### src/rtl/prt_pkg.sv
// Package prt_pkg
// Shared message encoding for the persistent request table.
// Assumes one message per cycle on the incoming message bus.
package prt_pkg;
    typedef enum logic {
        MSG_DEACT = 1'b0,
        MSG_ACT   = 1'b1
    } msg_kind_e;
endpackage

### src/rtl/prt_entry.sv
// Module prt_entry
// One slot of the table, owned by processor IDX. It fills on an activate
// from its owner while empty and empties on a deactivate from its owner.
// It flags an activate that arrives while it is already full and ignores it.
// Assumes msg_* are meaningful only while msg_valid is high.
module prt_entry
    import prt_pkg::*;
#(
    parameter int NPROC  = 4,
    parameter int ADDR_W = 8,
    parameter int IDX    = 0
) (
    input  logic                     clk,
    input  logic                     rst_n,
    input  logic                     msg_valid,
    input  msg_kind_e                msg_kind,
    input  logic [$clog2(NPROC)-1:0] msg_src,
    input  logic [ADDR_W-1:0]        msg_addr,
    input  logic                     msg_write,
    output logic                     valid,
    output logic [ADDR_W-1:0]        addr,
    output logic                     write,
    output logic                     act_conflict
);
    localparam int ID_W = $clog2(NPROC);
    localparam logic [ID_W-1:0] MY_ID = ID_W'(IDX);

    logic sel;

    // Message addressed to this slot
    assign sel          = msg_valid && (msg_src == MY_ID);
    // Activate while already occupied is a protocol error
    assign act_conflict = sel && (msg_kind == MSG_ACT) && valid;

    // Slot state update
    always_ff @(posedge clk) begin
        if (!rst_n) begin
            valid <= 1'b0;
            addr  <= '0;
            write <= 1'b0;
        end else if (sel) begin
            if (msg_kind == MSG_ACT && !valid) begin
                valid <= 1'b1;
                addr  <= msg_addr;
                write <= msg_write;
            end else if (msg_kind == MSG_DEACT) begin
                valid <= 1'b0;
            end
        end
    end

    a_r2_activate_stores: assert property (@(posedge clk) disable iff (!rst_n)
        (sel && msg_kind == MSG_ACT && !valid) |=>
            (valid && addr == $past(msg_addr) && write == $past(msg_write)));

    a_r3_deactivate_empties: assert property (@(posedge clk) disable iff (!rst_n)
        (sel && msg_kind == MSG_DEACT) |=> !valid);

    a_r3_no_spurious_fill: assert property (@(posedge clk) disable iff (!rst_n)
        (!valid && !(sel && msg_kind == MSG_ACT)) |=> !valid);

    a_r7_conflict_keeps_slot: assert property (@(posedge clk) disable iff (!rst_n)
        act_conflict |=> (valid && $stable(addr) && $stable(write)));
endmodule

### src/rtl/prt_match_arb.sv
// Module prt_match_arb
// Associative search of all slots for one query address, with fixed
// priority: the lowest processor number among matching slots wins.
// Slots flagged in excl are left out of the search. Purely combinational;
// the clock is used only by the embedded checks.
module prt_match_arb #(
    parameter int NPROC  = 4,
    parameter int ADDR_W = 8
) (
    input  logic                               clk,
    input  logic                               rst_n,
    input  logic [NPROC-1:0]                   valid,
    input  logic [NPROC-1:0][ADDR_W-1:0]       addr,
    input  logic [NPROC-1:0]                   write,
    input  logic [NPROC-1:0]                   excl,
    input  logic [ADDR_W-1:0]                  query,
    output logic                               hit,
    output logic [$clog2(NPROC)-1:0]           winner,
    output logic                               win_write
);
    localparam int ID_W = $clog2(NPROC);

    logic [NPROC-1:0] match;

    // Per-slot address compare
    genvar g;
    generate
        for (g = 0; g < NPROC; g++) begin : g_cmp
            assign match[g] = valid[g] && !excl[g] && (addr[g] == query);
        end
    endgenerate

    // Priority pick, scanning high to low so the lowest index is kept
    always_comb begin
        hit       = 1'b0;
        winner    = '0;
        win_write = 1'b0;
        for (int i = NPROC - 1; i >= 0; i--) begin
            if (match[i]) begin
                hit       = 1'b1;
                winner    = ID_W'(i);
                win_write = write[i];
            end
        end
    end

    a_r4_hit_is_real: assert property (@(posedge clk) disable iff (!rst_n)
        hit |-> (valid[winner] && !excl[winner] && addr[winner] == query));

    generate
        for (g = 0; g < NPROC; g++) begin : g_chk
            a_r5_no_lower_match: assert property (@(posedge clk) disable iff (!rst_n)
                (hit && winner > ID_W'(g)) |->
                    !(valid[g] && !excl[g] && addr[g] == query));
            a_r4_miss_is_empty: assert property (@(posedge clk) disable iff (!rst_n)
                !hit |-> !(valid[g] && !excl[g] && addr[g] == query));
        end
    endgenerate
endmodule

### src/rtl/prt_wave_guard.sv
// Module prt_wave_guard
// Holds back the local processor after its persistent request is retired
// while rivals for the same address are still pending. The hold is lifted
// once the table holds no valid slot for that address.
// Assumes others_match is computed on the slots before the retiring edge.
module prt_wave_guard #(
    parameter int ADDR_W = 8
) (
    input  logic              clk,
    input  logic              rst_n,
    input  logic              local_done,
    input  logic [ADDR_W-1:0] done_addr,
    input  logic              others_match,
    input  logic              drain_hit,
    input  logic [ADDR_W-1:0] issue_addr,
    output logic              blocked,
    output logic [ADDR_W-1:0] blocked_addr,
    output logic              issue_allowed
);
    logic arm;

    // Local retirement with rivals still queued on the same address
    assign arm = local_done && others_match;

    // Blocking flag and the address it guards
    always_ff @(posedge clk) begin
        if (!rst_n) begin
            blocked      <= 1'b0;
            blocked_addr <= '0;
        end else if (arm) begin
            blocked      <= 1'b1;
            blocked_addr <= done_addr;
        end else if (blocked && !drain_hit) begin
            blocked <= 1'b0;
        end
    end

    // Issue permission for the requested address
    assign issue_allowed = !(blocked && (issue_addr == blocked_addr));

    a_r9_block_needs_rivals: assert property (@(posedge clk) disable iff (!rst_n)
        $rose(blocked) |-> $past(local_done && others_match));

    a_r10_release_when_drained: assert property (@(posedge clk) disable iff (!rst_n)
        (blocked && !drain_hit && !arm) |=> !blocked);

    a_r10_hold_while_pending: assert property (@(posedge clk) disable iff (!rst_n)
        (blocked && drain_hit) |=> (blocked && $stable(blocked_addr)));
endmodule

### src/rtl/prt_table.sv
// Module prt_table
// Per-cache persistent request table: one slot per processor, fed by
// broadcast activate/deactivate messages, searched by address with
// lowest-number priority, plus the local reissue guard.
// Assumes messages from one source arrive in order, one per cycle overall.
module prt_table
    import prt_pkg::*;
#(
    parameter int NPROC    = 4,
    parameter int ADDR_W   = 8,
    parameter int LOCAL_ID = 0,
    localparam int ID_W    = $clog2(NPROC)
) (
    input  logic              clk,
    input  logic              rst_n,
    input  logic              msg_valid,
    input  logic              msg_activate,
    input  logic [ID_W-1:0]   msg_src,
    input  logic [ADDR_W-1:0] msg_addr,
    input  logic              msg_write,
    input  logic [ADDR_W-1:0] lookup_addr,
    output logic              lookup_hit,
    output logic [ID_W-1:0]   lookup_winner,
    output logic              lookup_write,
    output logic              proto_err,
    input  logic [ADDR_W-1:0] issue_addr,
    output logic              issue_allowed
);
    localparam logic [ID_W-1:0] LOC = ID_W'(LOCAL_ID);
    localparam logic [NPROC-1:0] EXCL_NONE  = '0;
    localparam logic [NPROC-1:0] EXCL_LOCAL = NPROC'(1) << LOCAL_ID;

    msg_kind_e                   kind;
    logic [NPROC-1:0]            ent_valid;
    logic [NPROC-1:0][ADDR_W-1:0] ent_addr;
    logic [NPROC-1:0]            ent_write;
    logic [NPROC-1:0]            conflict;
    logic                        local_done;
    logic                        others_hit;
    logic [ID_W-1:0]             others_id;
    logic                        others_wr;
    logic                        drain_hit;
    logic [ID_W-1:0]             drain_id;
    logic                        drain_wr;
    logic                        blocked;
    logic [ADDR_W-1:0]           blocked_addr;

    // Decode the message kind
    assign kind = msg_activate ? MSG_ACT : MSG_DEACT;

    genvar g;
    generate
        for (g = 0; g < NPROC; g++) begin : g_slot
            prt_entry #(.NPROC(NPROC), .ADDR_W(ADDR_W), .IDX(g)) u_entry (
                .clk          (clk),
                .rst_n        (rst_n),
                .msg_valid    (msg_valid),
                .msg_kind     (kind),
                .msg_src      (msg_src),
                .msg_addr     (msg_addr),
                .msg_write    (msg_write),
                .valid        (ent_valid[g]),
                .addr         (ent_addr[g]),
                .write        (ent_write[g]),
                .act_conflict (conflict[g])
            );
        end
    endgenerate

    // Any slot reporting a double activate
    assign proto_err = |conflict;

    // Lookup port search
    prt_match_arb #(.NPROC(NPROC), .ADDR_W(ADDR_W)) u_lookup (
        .clk (clk), .rst_n (rst_n),
        .valid (ent_valid), .addr (ent_addr), .write (ent_write),
        .excl (EXCL_NONE), .query (lookup_addr),
        .hit (lookup_hit), .winner (lookup_winner), .win_write (lookup_write)
    );

    // Rivals of the local slot on its own address
    prt_match_arb #(.NPROC(NPROC), .ADDR_W(ADDR_W)) u_rivals (
        .clk (clk), .rst_n (rst_n),
        .valid (ent_valid), .addr (ent_addr), .write (ent_write),
        .excl (EXCL_LOCAL), .query (ent_addr[LOCAL_ID]),
        .hit (others_hit), .winner (others_id), .win_write (others_wr)
    );

    // Any slot still holding the blocked address
    prt_match_arb #(.NPROC(NPROC), .ADDR_W(ADDR_W)) u_drain (
        .clk (clk), .rst_n (rst_n),
        .valid (ent_valid), .addr (ent_addr), .write (ent_write),
        .excl (EXCL_NONE), .query (blocked_addr),
        .hit (drain_hit), .winner (drain_id), .win_write (drain_wr)
    );

    // Local processor retires its valid persistent request
    assign local_done = msg_valid && (kind == MSG_DEACT) && (msg_src == LOC)
                        && ent_valid[LOCAL_ID];

    prt_wave_guard #(.ADDR_W(ADDR_W)) u_guard (
        .clk           (clk),
        .rst_n         (rst_n),
        .local_done    (local_done),
        .done_addr     (ent_addr[LOCAL_ID]),
        .others_match  (others_hit),
        .drain_hit     (drain_hit),
        .issue_addr    (issue_addr),
        .blocked       (blocked),
        .blocked_addr  (blocked_addr),
        .issue_allowed (issue_allowed)
    );

    a_r1_reset_empty: assert property (@(posedge clk)
        $past(!rst_n) |-> (ent_valid == '0 && !blocked));

    a_r9_rival_id_real: assert property (@(posedge clk) disable iff (!rst_n)
        others_hit |-> (others_id != LOC && ent_valid[others_id]
                        && ent_write[others_id] == others_wr));

    a_r10_drain_id_real: assert property (@(posedge clk) disable iff (!rst_n)
        drain_hit |-> (ent_addr[drain_id] == blocked_addr
                       && ent_write[drain_id] == drain_wr));
endmodule

### config.mk
export PLATFORM = sky130hd
export DESIGN_NAME = prt_table
export DESIGN_NICKNAME = d
export VERILOG_FILES = /design/src/rtl/prt_pkg.sv /design/src/rtl/prt_entry.sv /design/src/rtl/prt_match_arb.sv /design/src/rtl/prt_wave_guard.sv /design/src/rtl/prt_table.sv
export SDC_FILE = /design/constraint.sdc
export NUM_CORES = 1
export LEC_CHECK = 0
export BUFFER_PORTS_ARGS = -buffer_cell sky130_fd_sc_hd__buf_2
export CAP_MARGIN = 5
export CORE_MARGIN = 5
export CORE_UTILIZATION = 60
export DETAILED_ROUTE_END_ITERATION = 16
export HOLD_SLACK_MARGIN = 0.15
export PLACE_DENSITY = 0.82
export SYNTH_ARGS = -nofsm -noshare
export SYNTH_HDL_FRONTEND = slang
export SYNTH_SLANG_ARGS = --single-unit
### constraint.sdc
create_clock -name clk -period 2.4 [get_ports clk]
set_input_delay 0.36 -clock clk [delete_from_list [all_inputs] [get_ports clk]]
set_output_delay 0.36 -clock clk [all_outputs]
set_load 0.1 [all_outputs]
==> impl_metrics.yaml <==
status:
  status: "finished, final reports clean"
finish:
  num_antenna_cells: 0
  final_nets: 423
  final_area_mm2: 0.00364
  multiInputGateArea_mm2: 0.00209
  utilization: 0.699
  num-fill-cells: 414
  drive_gt1_frac: 0.201
  seq_area_um2: 990
  area_growth_pct: 11.4
route:
  vias: 2677
  ant_nets: 0
  wl_um: 8070
  m1WireLength_um: 3480
  wl_met3_um: 619
  drc: 0
  wl_per_cell_um: 17.4
  drtIter0Drc: 211
  dr.max_layer_used: "met4"
  vias_per_cell: 5.78
  route.met2.wl_um: 3660
  firstDrtPassIters: 5
timing:
  hold_violations: 0
  setup_slack_ns: 0.0435
  drv_slew: 0
  rsz0062_at_grt: "yes"
  fin_crit_sh: 0.982
  fin_crit_ns: 2.36
  slew-limit-headroom: 0.383
  worst_slew_pin_slew_ns: 0.920
  fmax_ghz: 0.424
  skew_ns: 0.0104
  finalSetupViolCount: 0
global_route:
  overflow: 0
  gr-usage-all-layers: 0.234
  grt_pass1_vias: 2731
  grt_max_degree: 58
  grt_pass1_wl_um: 13300
  antenna_found_initial: 0
yosys:
  synth-adder-area-share: 0
  syn_area_mm2: 0.00326
  ys_seq_area_frac: 0.300
  synth_cell_types: 36
  synthFlopType: "dfxtp_1"
  syn_avg_cell_area_um2: 8.87
  yosys.area_share.simple: 0.202
  synthMuxAreaShare: 0.0989
  synth-seq-cells: 49
  synth_compound_area_frac: 0.0724
  synth_top_family_by_area: "XOR/XNOR gates"
  synth-async-reset-ratio: 0
  synth_edf_count: 0
  synthXorXnorAreaFrac: 0.258
  syn_nets: 399
  syn_inst: 368
  ys_warn_count: 0
critical_path:
  startpoint: "g_slot[2].u_entry.addr[5]"
  slowest_delay_ns: 0.38
  cp_data_required_time_ns: 2.04
  rr_startpoint: "g_slot[0].u_entry.addr[0]"
  critPathKind: "reg -> out"
  crit_chain: "xor2_1 > nor4_1 > nand4_1 > and3_1 > a211oi_2 > nor2_2 > buf_12"
  worstReg2RegEnd: "u_guard.blocked_addr[5]"
  reg2reg_depth: 7
  crit_family: "simple AND/OR/NAND/NOR gates"
  worst_setup_path_start_kind: "flop"
  r2r_setup_slack_ns: 0.33
  cp_max_fo: 4
  critPathArrivalTime_ns: 2.00
  cp-end-kind: "output port"
  crit_buf_inv: 1
  worst-path-stages: 7
  cp_slowest_cell: "dfxtp_4"
placement:
  dpl_worst_slack_ns: 0.181
  placed_area_mm2: 0.00352
  hpwl_um: 6010
  gp_congestion: 1.01
  port_buffers: 36
floorplan:
  pin_count: 37
  initial_core_util: 0.627
  coreArea_mm2: 0.00520
  die-area_mm2: 0.00702
  rows: 26
  die_w_um: 83.8
  die_h_um: 83.8
clocking:
  cts-root-buf: "clkbuf_8"
  cts_buffer_depth: 2
  post-cts-setup-buffers: 0
  clock-sinks: 49
  insertion_delay_ns: 0.31
  cts.reportedPaths.clkPinSlew_ns: 0.09
  ctsHoldBuffers: 0
  ctsHtreeMaxLevel: 2
  cts_made_buffers: 5
  cts_tree: "done"
job:
  cap_violations: 0
min_path:
  min-delay-start: "msg_addr[3]"
  hp-class: "in -> reg"
  worstHoldPathCells: 3
  holdPathEnd: "g_slot[2].u_entry.addr[3]"
pwr:
  power.leakage_nw: 1.56
  powerDensity_mw_per_mm2: 438
  ir_drop_mv: 0.333
-- kinds of logic after synthesis --
family	after synthesis
AO/OA/AOI/OAI	34
multiplexers	31
buffers and inverters	38
flip-flops	49
AND/OR/NAND/NOR	120
XOR/XNOR	96
-- where the power goes --
group	internal, mW	leakage [nW]	switching (mW)	total (mW)
sequential	0.827	0.399	0.0228	0.850
clock	0.234	0.0512	0.285	0.519
combinational	0.108	1.11	0.118	0.225
-- cells in the final DEF, fill, tap and decap left out, types with 2 or more instances in the layout --
cell / instances
a21boi_0: 11
a21oi_1: 3
a31o_1: 8
and3_1: 2
buf_12: 4
buf_2: 32
buf_4: 17
clkbuf_8: 6
dfxtp_1: 44
dfxtp_2: 4
inv_1: 2
mux2i_1: 30
nand2_1: 23
nand3_1: 12
nand4_1: 12
nor2_1: 10
nor2_2: 4
nor2b_1: 31
nor3_1: 8
nor3_2: 3
nor4_1: 8
o21ai_0: 9
or3_1: 2
xnor2_1: 54
xor2_1: 42
-- cell type report --
type	instances	area share
clock buffers	6	0.0227
clock inverters	2	0.00379
inverters	2	0.00206
multi-input cells	281	0.574
flip-flops and latches	49	0.272
well taps	70	0.0241
repair buffers	53	0.101
-- how the worst max path moves through the flow --
stage                               to
after floorplan           lookup_write
after global placement    lookup_write
after detailed placement  lookup_write
after CTS                 lookup_write
after global routing      lookup_write
final                     lookup_write
-- cells in the mapped netlist (8+ instances only) --
library cell,n,area share
nor4_1,8,0.015
dfxtp_1,49,0.30
mux2i_1,30,0.092
nand3_1,12,0.018
a21boi_0,11,0.025
nand2_1,23,0.026
buf_2,12,0.018
nand4_1,12,0.023
nor2b_1,31,0.059
xor2_1,42,0.11
a31o_1,8,0.021
clkbuf_1,12,0.014
o21ai_0,9,0.014
xnor2_1,54,0.14
nor2_1,13,0.015
nor3_1,10,0.015
-- state kept, by name, indices dropped and copies added, names as in the netlist --
name and count:
g_slot.u_entry.valid 4, u_guard.blocked 1, g_slot.u_entry.write 4, u_guard.blocked_addr 8, g_slot.u_entry.addr 32
-- stage by stage --
stage                     instances  hold WS [ns]  power (mW)  setup TNS [ns]
after floorplan                 368         0.455        1.02         -0.0791
after global routing            463         0.330        1.66         -0.0364
after CTS                       463         0.318        1.59               0
final                           463         0.320        1.59               0
after global placement          455         0.485        1.08               0
after detailed placement        455         0.486        1.09               0
-- what timing repair did --
action,in CTS,in global routing
pin swaps,0,5
endpoints found under the setup margin,1,4
resized for setup,1,8
endpoints found under the hold margin,0,0
-- routing by layer --
layer / track usage / vias up
met5: 0 / -
met3: 0.0395 / 27
met1: 0.306 / 1251
met4: 0.0994 / 0
met2: 0.378 / 129
li1: - / 1270
-- tightest hold or removal path: stages --
cell and delay, ns:
buf_2 0.12, nand2_1 0.05, a21boi_0 0.06
(Power assumes the default switching activity.)
